**src/rtl/ccm_pkg.sv**
```systemverilog
package ccm_pkg;
  typedef enum logic [2:0] {
    PH_IDLE    = 3'd0,
    PH_PRESET  = 3'd1,
    PH_MEASURE = 3'd2,
    PH_EMIT    = 3'd3,
    PH_TRACK   = 3'd4
  } ccm_phase_e;
endpackage

```
**src/rtl/ccm_seq.sv**
```systemverilog
module ccm_seq
  import ccm_pkg::*;
#(
  parameter int M_W = 3,
  parameter int N_W = 4
) (
  input  logic           clk,
  input  logic           rst_n,
  input  logic           start,
  input  logic           ref_tick,
  input  logic [M_W-1:0] m_set,
  input  logic [N_W-1:0] n_set,
  output ccm_phase_e     phase,
  output logic [M_W-1:0] m_q,
  output logic [N_W-1:0] n_q,
  output logic           restart,
  output logic           cfg_err
);
  localparam logic [M_W-1:0] M_ONE = {{(M_W-1){1'b0}}, 1'b1};
  localparam logic [N_W-1:0] N_ONE = {{(N_W-1){1'b0}}, 1'b1};

  ccm_phase_e     phase_d;
  logic [M_W-1:0] m_d;
  logic [N_W-1:0] n_d;
  logic           set_ok, set_new, err_d;

  always_comb begin
    set_ok  = (|m_set) && (|n_set);
    set_new = set_ok && ((m_set != m_q) || (n_set != n_q));
    restart = set_new && (phase != PH_IDLE);
    err_d   = !set_ok;
    m_d     = set_new ? m_set : m_q;
    n_d     = set_new ? n_set : n_q;
    phase_d = phase;
    if (restart) begin
      phase_d = PH_PRESET;
    end else begin
      case (phase)
        PH_IDLE:    if (start)    phase_d = PH_PRESET;
        PH_PRESET:  if (ref_tick) phase_d = PH_MEASURE;
        PH_MEASURE: if (ref_tick) phase_d = PH_EMIT;
        PH_EMIT:    if (ref_tick) phase_d = PH_TRACK;
        PH_TRACK:   phase_d = PH_TRACK;
        default:    phase_d = PH_IDLE;
      endcase
    end
  end

  always_ff @(posedge clk or negedge rst_n) begin
    if (!rst_n) begin
      phase   <= PH_IDLE;
      m_q     <= M_ONE;
      n_q     <= N_ONE;
      cfg_err <= 1'b0;
    end else begin
      phase   <= phase_d;
      m_q     <= m_d;
      n_q     <= n_d;
      cfg_err <= err_d;
    end
  end
endmodule

```
**src/rtl/ccm_meas.sv**
```systemverilog
module ccm_meas
  import ccm_pkg::*;
#(
  parameter int K_W = 5
) (
  input  logic           clk,
  input  logic           rst_n,
  input  ccm_phase_e     phase,
  input  logic           ref_tick,
  input  logic           restart,
  output logic [K_W-1:0] k_val
);
  localparam logic [K_W-1:0] K_MAX = {K_W{1'b1}};
  localparam logic [K_W-1:0] K_INC = {{(K_W-1){1'b0}}, 1'b1};

  logic [K_W-1:0] cnt_q, cnt_d, k_d;
  logic           cnt_en, k_en;

  always_comb begin
    cnt_en = (phase == PH_MEASURE) && !ref_tick;
    k_en   = (phase == PH_MEASURE) && ref_tick && !restart;
    cnt_d  = '0;
    if (cnt_en) cnt_d = (cnt_q == K_MAX) ? K_MAX : cnt_q + K_INC;
    k_d    = k_val;
    if (k_en) k_d = (cnt_q == K_MAX) ? K_MAX : cnt_q + K_INC;
  end

  always_ff @(posedge clk or negedge rst_n) begin
    if (!rst_n) begin
      cnt_q <= '0;
      k_val <= '0;
    end else begin
      cnt_q <= cnt_d;
      k_val <= k_d;
    end
  end
endmodule

```
**src/rtl/ccm_pulse.sv**
```systemverilog
module ccm_pulse
  import ccm_pkg::*;
#(
  parameter int M_W = 3,
  parameter int C_W = 5
) (
  input  logic           clk,
  input  logic           rst_n,
  input  ccm_phase_e     phase,
  input  logic           ref_tick,
  input  logic           ring_pulse,
  input  logic [M_W-1:0] m_q,
  output logic [C_W-1:0] c_val,
  output logic           emit_en
);
  localparam logic [C_W-1:0] C_DEC = {{(C_W-1){1'b0}}, 1'b1};

  logic [C_W-1:0] c_d, m_ext;
  logic           emitting;

  always_comb begin
    m_ext    = C_W'(m_q);
    emitting = (phase == PH_EMIT) || (phase == PH_TRACK);
    c_d      = c_val;
    case (phase)
      PH_IDLE:    c_d = '0;
      PH_PRESET:  c_d = m_ext;
      PH_MEASURE: if (ref_tick) c_d = m_ext;
      PH_EMIT, PH_TRACK: begin
        if (ref_tick)                     c_d = m_ext;
        else if (ring_pulse && |c_val)    c_d = c_val - C_DEC;
      end
      default:    c_d = '0;
    endcase
    emit_en = emitting && (|c_val);
  end

  always_ff @(posedge clk or negedge rst_n) begin
    if (!rst_n) c_val <= '0;
    else        c_val <= c_d;
  end
endmodule

```
**src/rtl/ccm_trim.sv**
```systemverilog
module ccm_trim
  import ccm_pkg::*;
#(
  parameter int F_W = 4
) (
  input  logic           clk,
  input  logic           rst_n,
  input  ccm_phase_e     phase,
  input  logic           ref_tick,
  input  logic           pd_late,
  input  logic           restart,
  output logic [F_W-1:0] f_code,
  output logic           locked
);
  localparam logic [F_W-1:0] F_MAX  = {F_W{1'b1}};
  localparam logic [F_W-1:0] F_MID  = {1'b1, {(F_W-1){1'b0}}};
  localparam logic [F_W-1:0] F_STEP = {{(F_W-1){1'b0}}, 1'b1};

  logic [F_W-1:0] f_d;
  logic [1:0]     alt_q, alt_d;
  logic           have_q, have_d, prev_q, prev_d, upd;

  always_comb begin
    upd    = (phase == PH_TRACK) && ref_tick && !restart;
    f_d    = f_code;
    alt_d  = alt_q;
    have_d = have_q;
    prev_d = prev_q;
    if (upd) begin
      if (pd_late && (f_code != F_MAX))       f_d = f_code + F_STEP;
      else if (!pd_late && (f_code != '0))    f_d = f_code - F_STEP;
    end
    if (restart) begin
      alt_d  = 2'd0;
      have_d = 1'b0;
      prev_d = 1'b0;
    end else if (upd) begin
      have_d = 1'b1;
      prev_d = pd_late;
      if (!have_q)                alt_d = 2'd0;
      else if (pd_late != prev_q) alt_d = (alt_q == 2'd2) ? 2'd2 : alt_q + 2'd1;
      else                        alt_d = 2'd0;
    end
    locked = (alt_q == 2'd2);
  end

  always_ff @(posedge clk or negedge rst_n) begin
    if (!rst_n) begin
      f_code <= F_MID;
      alt_q  <= 2'd0;
      have_q <= 1'b0;
      prev_q <= 1'b0;
    end else begin
      f_code <= f_d;
      alt_q  <= alt_d;
      have_q <= have_d;
      prev_q <= prev_d;
    end
  end
endmodule

```
**src/rtl/ccm_ctrl.sv**
```systemverilog
module ccm_ctrl
  import ccm_pkg::*;
#(
  parameter int M_W = 3,
  parameter int N_W = 4,
  parameter int K_W = 5,
  parameter int F_W = 4
) (
  input  logic           clk,
  input  logic           rst_n,
  input  logic           start,
  input  logic           ref_tick,
  input  logic           ring_pulse,
  input  logic           pd_late,
  input  logic [M_W-1:0] m_set,
  input  logic [N_W-1:0] n_set,
  output logic [K_W-1:0] c_val,
  output logic [K_W-1:0] k_val,
  output logic [F_W-1:0] f_code,
  output logic           emit_en,
  output logic [N_W-1:0] div_ratio,
  output logic           div_sel,
  output logic           locked,
  output logic           cfg_err
);
  localparam logic [N_W-1:0] N_UNITY = {{(N_W-1){1'b0}}, 1'b1};

  ccm_phase_e     phase;
  logic [M_W-1:0] m_q;
  logic [N_W-1:0] n_q;
  logic           restart;

  ccm_seq #(.M_W(M_W), .N_W(N_W)) u_seq (
    .clk(clk), .rst_n(rst_n), .start(start), .ref_tick(ref_tick),
    .m_set(m_set), .n_set(n_set), .phase(phase), .m_q(m_q), .n_q(n_q),
    .restart(restart), .cfg_err(cfg_err)
  );

  ccm_meas #(.K_W(K_W)) u_meas (
    .clk(clk), .rst_n(rst_n), .phase(phase), .ref_tick(ref_tick),
    .restart(restart), .k_val(k_val)
  );

  ccm_pulse #(.M_W(M_W), .C_W(K_W)) u_pulse (
    .clk(clk), .rst_n(rst_n), .phase(phase), .ref_tick(ref_tick),
    .ring_pulse(ring_pulse), .m_q(m_q), .c_val(c_val), .emit_en(emit_en)
  );

  ccm_trim #(.F_W(F_W)) u_trim (
    .clk(clk), .rst_n(rst_n), .phase(phase), .ref_tick(ref_tick),
    .pd_late(pd_late), .restart(restart), .f_code(f_code), .locked(locked)
  );

  always_comb begin
    div_ratio = n_q;
    div_sel   = (n_q != N_UNITY);
  end
endmodule

```
**config.mk**
```make
export PLATFORM = sky130hd
export DESIGN_NAME = ccm_ctrl
export DESIGN_NICKNAME = d
export VERILOG_FILES = /design/src/rtl/ccm_pkg.sv /design/src/rtl/ccm_seq.sv /design/src/rtl/ccm_meas.sv /design/src/rtl/ccm_pulse.sv /design/src/rtl/ccm_trim.sv /design/src/rtl/ccm_ctrl.sv
export SDC_FILE = /design/constraint.sdc
export NUM_CORES = 1
export LEC_CHECK = 0
export BUFFER_PORTS_ARGS = -buffer_cell sky130_fd_sc_hd__buf_4
export CAP_MARGIN = 15
export CORE_MARGIN = 1
export CORE_UTILIZATION = 60
export DETAILED_ROUTE_END_ITERATION = 10
export PLACE_DENSITY = 0.85
export SYNTH_ARGS = -nofsm -noshare
export SYNTH_HDL_FRONTEND = slang
export SYNTH_HIERARCHICAL = 1
export SYNTH_SLANG_ARGS = --single-unit
```
**constraint.sdc**
```tcl
create_clock -name clk -period 3.15 [get_ports clk]
set_input_delay 0.1575 -clock clk [delete_from_list [all_inputs] [get_ports clk]]
set_output_delay 0.1575 -clock clk [all_outputs]
set_load 0.01 [all_outputs]
```
Yosys cells after proc, flatten, opt, wreduce, memory -nomap -nowiden

Index checks and enable logic that the tools add are counted.

Eq/ne operators: 17
Multiplexer cells: 23
Reduce and logical (&&, ||, !) cells: 30
Add/sub/neg operators: 5

Operator list:

| kind                                                                   | count |
|---|---|
| 5-bit two-way mux                                                      | 5 |
| 3-bit two-way mux                                                      | 5 |
| 3-bit by 2-bit != test with 1-bit output (second input constant)       | 5 |
| 3-bit case mux with 5 select lines                                     | 1 |
| 5-bit case mux with 3 select lines                                     | 1 |
| 1-bit logical AND                                                      | 12 |
| 2-bit two-way mux                                                      | 5 |
| 4-bit two-way mux                                                      | 2 |
| 3-bit by 2-bit equality test with 1-bit output (second input constant) | 2 |
| 5-bit by 1-bit adder with 5-bit output (second input constant)         | 1 |
| 5-bit equality test (second input constant)                            | 1 |
| 5-bit OR reduction                                                     | 1 |
| 5-bit by 1-bit subtractor with 5-bit output (second input constant)    | 1 |
| 4-bit by 1-bit adder with 4-bit output (second input constant)         | 1 |
| 1-bit logical NOT                                                      | 4 |
| 1-bit two-way mux                                                      | 4 |
| 4-bit by 1-bit != test with 1-bit output (second input constant)       | 1 |
| 4-bit != test                                                          | 1 |
| 4-bit != test (second input constant)                                  | 1 |
| 2-bit AND reduction                                                    | 2 |
| 4-bit AND reduction                                                    | 1 |
| 2-bit nonzero test                                                     | 2 |
| 4-bit nonzero test                                                     | 1 |
| 4-bit OR reduction                                                     | 1 |
| 13 further kinds                                                       | 14 |

Input bits: 13
Register bits: 34
Output and inout port bits: 22
Logic and storage cells: 86

Longest topological paths before layout

Depth after elaboration: 8
Depth in mapped cells: 8
Mapped depth without buffers: 7

Cells and area by module

The synthesis kept the hierarchy.

By module, submodules not included:

| module    | cells an instance | times used | sequential area each (um2) | area each (um2) |
|---|---|---|---|---|
| ccm_seq   | 44                | 1          | 277.8                      | 565.5 |
| ccm_trim  | 50                | 1          | 201.4                      | 508.0 |
| ccm_meas  | 37                | 1          | 250.2                      | 461.7 |
| ccm_pulse | 49                | 1          | 125.1                      | 447.9 |
| ccm_ctrl  | 1                 | 1          | 0.0                        | 10.0 |

Worst setup path before layout

OpenSTA, ideal clock, no wires.

Path type: reg-to-reg
From: reg u_seq.n_q[2]
To: reg u_trim.f_code[1]
Path buffers: 1
Setup slack: 1.032 ns
Period minus slack after synthesis: 2.118 ns
Stages on the path, launching flop included: 9
Library setup time: 0.125 ns
Data arrival time: 1.993 ns
Data required time: 3.025 ns
Path through: dfrtp_1 xor2_1 nor4_1 a41o_2 buf_6 nor2_1 a211oi_2 nand2_2 mux2_4

Word-level cells in the longest chain between the ends: 7

RTL lines:

| what                                 | RTL line       | RTL |
|---|---|---|
| start, declared                      | ccm_seq.sv:15  | `output logic [N_W-1:0] n_q,` |
| start signal, assigned               | ccm_seq.sv:58  | `n_q <= n_d;` |
| 4-bit != test                        | ccm_seq.sv:29  | `set_new = set_ok && ((m_set != m_q) \|\| (n_set != n_q));` |
| 1-bit logical OR                     | ccm_seq.sv:29  |  |
| 1-bit logical AND                    | ccm_seq.sv:29  |  |
| 1-bit logical AND                    | ccm_seq.sv:30  | `restart = set_new && (phase != PH_IDLE);` |
| named net restart                    | ccm_ctrl.sv:31 | `logic restart;` |
| 1-bit logical NOT                    | ccm_trim.sv:24 | `upd = (phase == PH_TRACK) && ref_tick && !restart;` |
| 1-bit logical AND                    | ccm_trim.sv:24 |  |
| 2-bit AND reduction (no source line) | n/a            |  |
| end signal, assigned                 | ccm_trim.sv:49 | `f_code <= F_MID;` |
| end signal, assigned                 | ccm_trim.sv:54 | `f_code <= f_d;` |
| end, declared                        | ccm_trim.sv:12 | `output logic [F_W-1:0] f_code,` |

The timed path passes the listed nets, and every way through them passes these cells.
A chain may end at the register's enable or synchronous reset.

Final worst setup path

Same ends and word-level chain as after synthesis.

==> run metrics <==
outcome completed; flops & latches, synth 34; TNS Setup 0 ns; die area 3556 um2; DR vias/cell 5.673; synthesized-area fraction occupied by xor and xnor cells 0.05712; routed wire length 3792 um; PnR worst setup slack 0.7684 ns; critical path depth in cells 7; HP Class input port to flip-flop; Rel. slew slack 0.6767; Cell Area, Placed 2281 um2; post-synthesis adder-cell area fraction 0.05399; initial antenna violation count 0; largest net degree at the start of global routing 35; Initial DRC Count 73; worst-path maximum fanout 11; critical path class flip-flop to flip-flop; Post-synth EDFFs 0; RSZ-0062 raised after global routing no; Peak VDD IR 0.0003679 V; clk sink count 34; launch point of the worst path u_seq/n_q[2]; register clock-pin slew on the reported worst setup and hold paths 0.10 ns; first-pass GRT wire length 6396 um; met2 routed wirelength 1865 um; WP data arrival 2.62 ns; cells along the critical path xor2_1, nor4_1, a41o_2, nor2_1, a211oi_2, nand2_2, mux2_4; DR top layer met4; Async S/R FF share, synth 1.000; Syn Area/Cell 11.01 um2; row count 20; Chip Height 59.64 um; CTS tree yes; Root Driver clkbuf_4; mux cell area share after synthesis 0.09291; Initial Util 0.6423; DP HPWL 2823 um; Crit path max-delay family compound AO/OA/AOI/OAI gates; most common cell after layout, fill and taps aside buf_4; vias 1509; vias in the first global route 1474; TritonCTS Buffers 5; total track usage 0.2464; Port Buffer Count 34; dpl ws 0.7770 ns; Layout area overhead 17.95%; io pins 35; DRC violations left 0; gr ovfl total 0; post-route cell area 2351 um2; die width 59.64 um; Syn Nets 202; wire per inst 14.26 um; data required time at the worst endpoint 3.39 ns; CORE AREA 3103 um2; synthesized area 1993 um2; Clock Path Buffers 2; reg-to-reg slack, setup 0.77 ns; start of the worst register-to-register path u_seq/n_q[2]; metal3 WL 175 um; crit-path max cell delay 0.42 ns; Tot Pwr 0.9299 mW; dominant synthesized flop cell dfrtp_1; period utilization 0.7561; most frequent cells in the layout buf_4 (34), dfrtp_1 (31), nor2_1 (13); unique cell type count in the Yosys netlist 59; Setup crit end u_trim/f_code[1]; Cell Pwr Density 395.5 nW/um2; Final Max Slew Viols 0; Cells after Synth 181; Syn. warnings 6; CP startpoint kind flip-flop; Final Hold Viols 0; Worst-Skew Late Latency 0.34 ns; fmax 419.9 MHz; sequential-to-total area share from yosys stat 0.4288; max_cap viols 0; endpoints failing setup 0; layout cells sized above 1 0.3018; Worst Clk Skew 0.009004 ns; Total Nets Final 242; 1st-pass router iterations 5; RR Endpoint u_trim/f_code[1]; Buf/Inv on CP 0; main combinational cell family by area after synthesis simple AND/OR/NAND/NOR gates; Worst path slowest cell dfrtp_1; wl on met1 1674 um; Routed Antenna Nets 0; static leakage 1.093 nW; Worst R2R Path Depth 7; post-synthesis compound-gate area fraction 0.1293; GP Congestion 0.9164; Simple-Gate Fraction of Synth Area 0.2059; Worst-Margin Slew 0.4850 ns; Min Hold Slack 0.04554 ns; diodes inserted 0; H-Tree Depth 2; fin crit period 2.382 ns; endpoint type of the worst setup path flip-flop
power by group:
group          switching (mW)  internal [mW]
sequential             0.0306          0.463
clock                   0.140          0.108
combinational          0.0899         0.0984
total                   0.261          0.669
Yosys cell counts (2+ instances only):
library cell  instances  area [um2]
buf_6                 2       22.52
ha_1                  7       87.58
dfstp_2               3       78.83
and2_1                3       18.77
mux2i_1               2       20.02
nor2b_1               2       12.51
dfrtp_1              31       775.7
inv_1                11       41.29
nand3b_1              2       15.01
nand2_1               9       33.78
mux2_1                3       33.78
or3_1                 2       12.51
a21oi_1              10       50.05
nor4_1                2       12.51
a32oi_1               2       17.52
xor2_1                5       43.79
o22ai_1               3       18.77
and3b_2               2       20.02
xnor2_1               8       70.07
nor2_1               13       48.80
mux2_4                8       120.1
nand2b_1              4       25.02
nor3_1                4       20.02
nand3_1               6       30.03
a31oi_1               2       12.51
a211oi_1              2       15.01
worst min path at each step:
stage | from | endpoint | cells past startpoint
2_1_floorplan | rst_n | u_meas/cnt_q[0] | 0
3_3_place_gp | rst_n | u_trim/f_code[0] | 1
3_5_place_dp | rst_n | u_trim/have_q | 1
4_1_cts | m_set[2] | u_seq/cfg_err | 2
5_1_grt | m_set[2] | u_seq/cfg_err | 2
6_report | m_set[2] | u_seq/cfg_err | 2
sequential cells by signal (all words and copies together), names as in the netlist:
| register | cells |
|---|---|
| u_seq/cfg_err | 1 |
| u_trim/prev_q | 1 |
| u_seq/phase | 3 |
| u_trim/have_q | 1 |
| u_pulse/c_val | 5 |
| u_seq/n_q | 4 |
| u_meas/k_val | 5 |
| u_seq/m_q | 3 |
| u_trim/alt_q | 2 |
| u_trim/f_code | 4 |
| u_meas/cnt_q | 5 |
worst reg2reg max path: stages (launching register included):
cell and delay, ns:
dfrtp_1 0.42, xor2_1 0.16, nor4_1 0.29, a41o_2 0.42, nor2_1 0.18, a211oi_2 0.36, nand2_2 0.13, mux2_4 0.32
cell type report:
type / instances / area [um2]
inverters: 11 / 41.29
well taps: 44 / 55.05
multi-input cells: 134 / 1075
clock buffers: 7 / 55.05
clock inverters: 1 / 5.005
fillers: 230 / 752.0
repair buffers: 35 / 265.3
flip-flops and latches: 34 / 854.6
cells by family after synthesis:
family	Yosys count
buffers and inverters	13
XOR/XNOR	13
multiplexers	14
flip-flops	34
AND/OR/NAND/NOR	64
AO/OA/AOI/OAI	35
adder cells (fa/ha/maj)	8
routing by layer:
metal  vias to the layer above  GRT usage
li1                        735          -
met1                       724     0.3017
met2                        41     0.4061
met3                         9    0.06769
met4                         0     0.1096
met5                         -          0
metrics by stage:
| step | cells | util |
|---|---|---|
| 2_1_floorplan | 181 | - |
| 3_3_place_gp | 257 | 0.7351 |
| 3_5_place_dp | 257 | 0.7351 |
| 4_1_cts | 266 | 0.7577 |
| 5_1_grt | 266 | 0.7577 |
| 6_report | 266 | 0.7577 |
what timing repair did:
action,CTS,global route
buffers inserted,0,0
endpoints found under the hold margin,31,0
endpoints found under the setup margin,0,0
gates resized for setup,0,0
hold buffers,1,0
No activity file was read; power rests on OpenSTA's default activity.
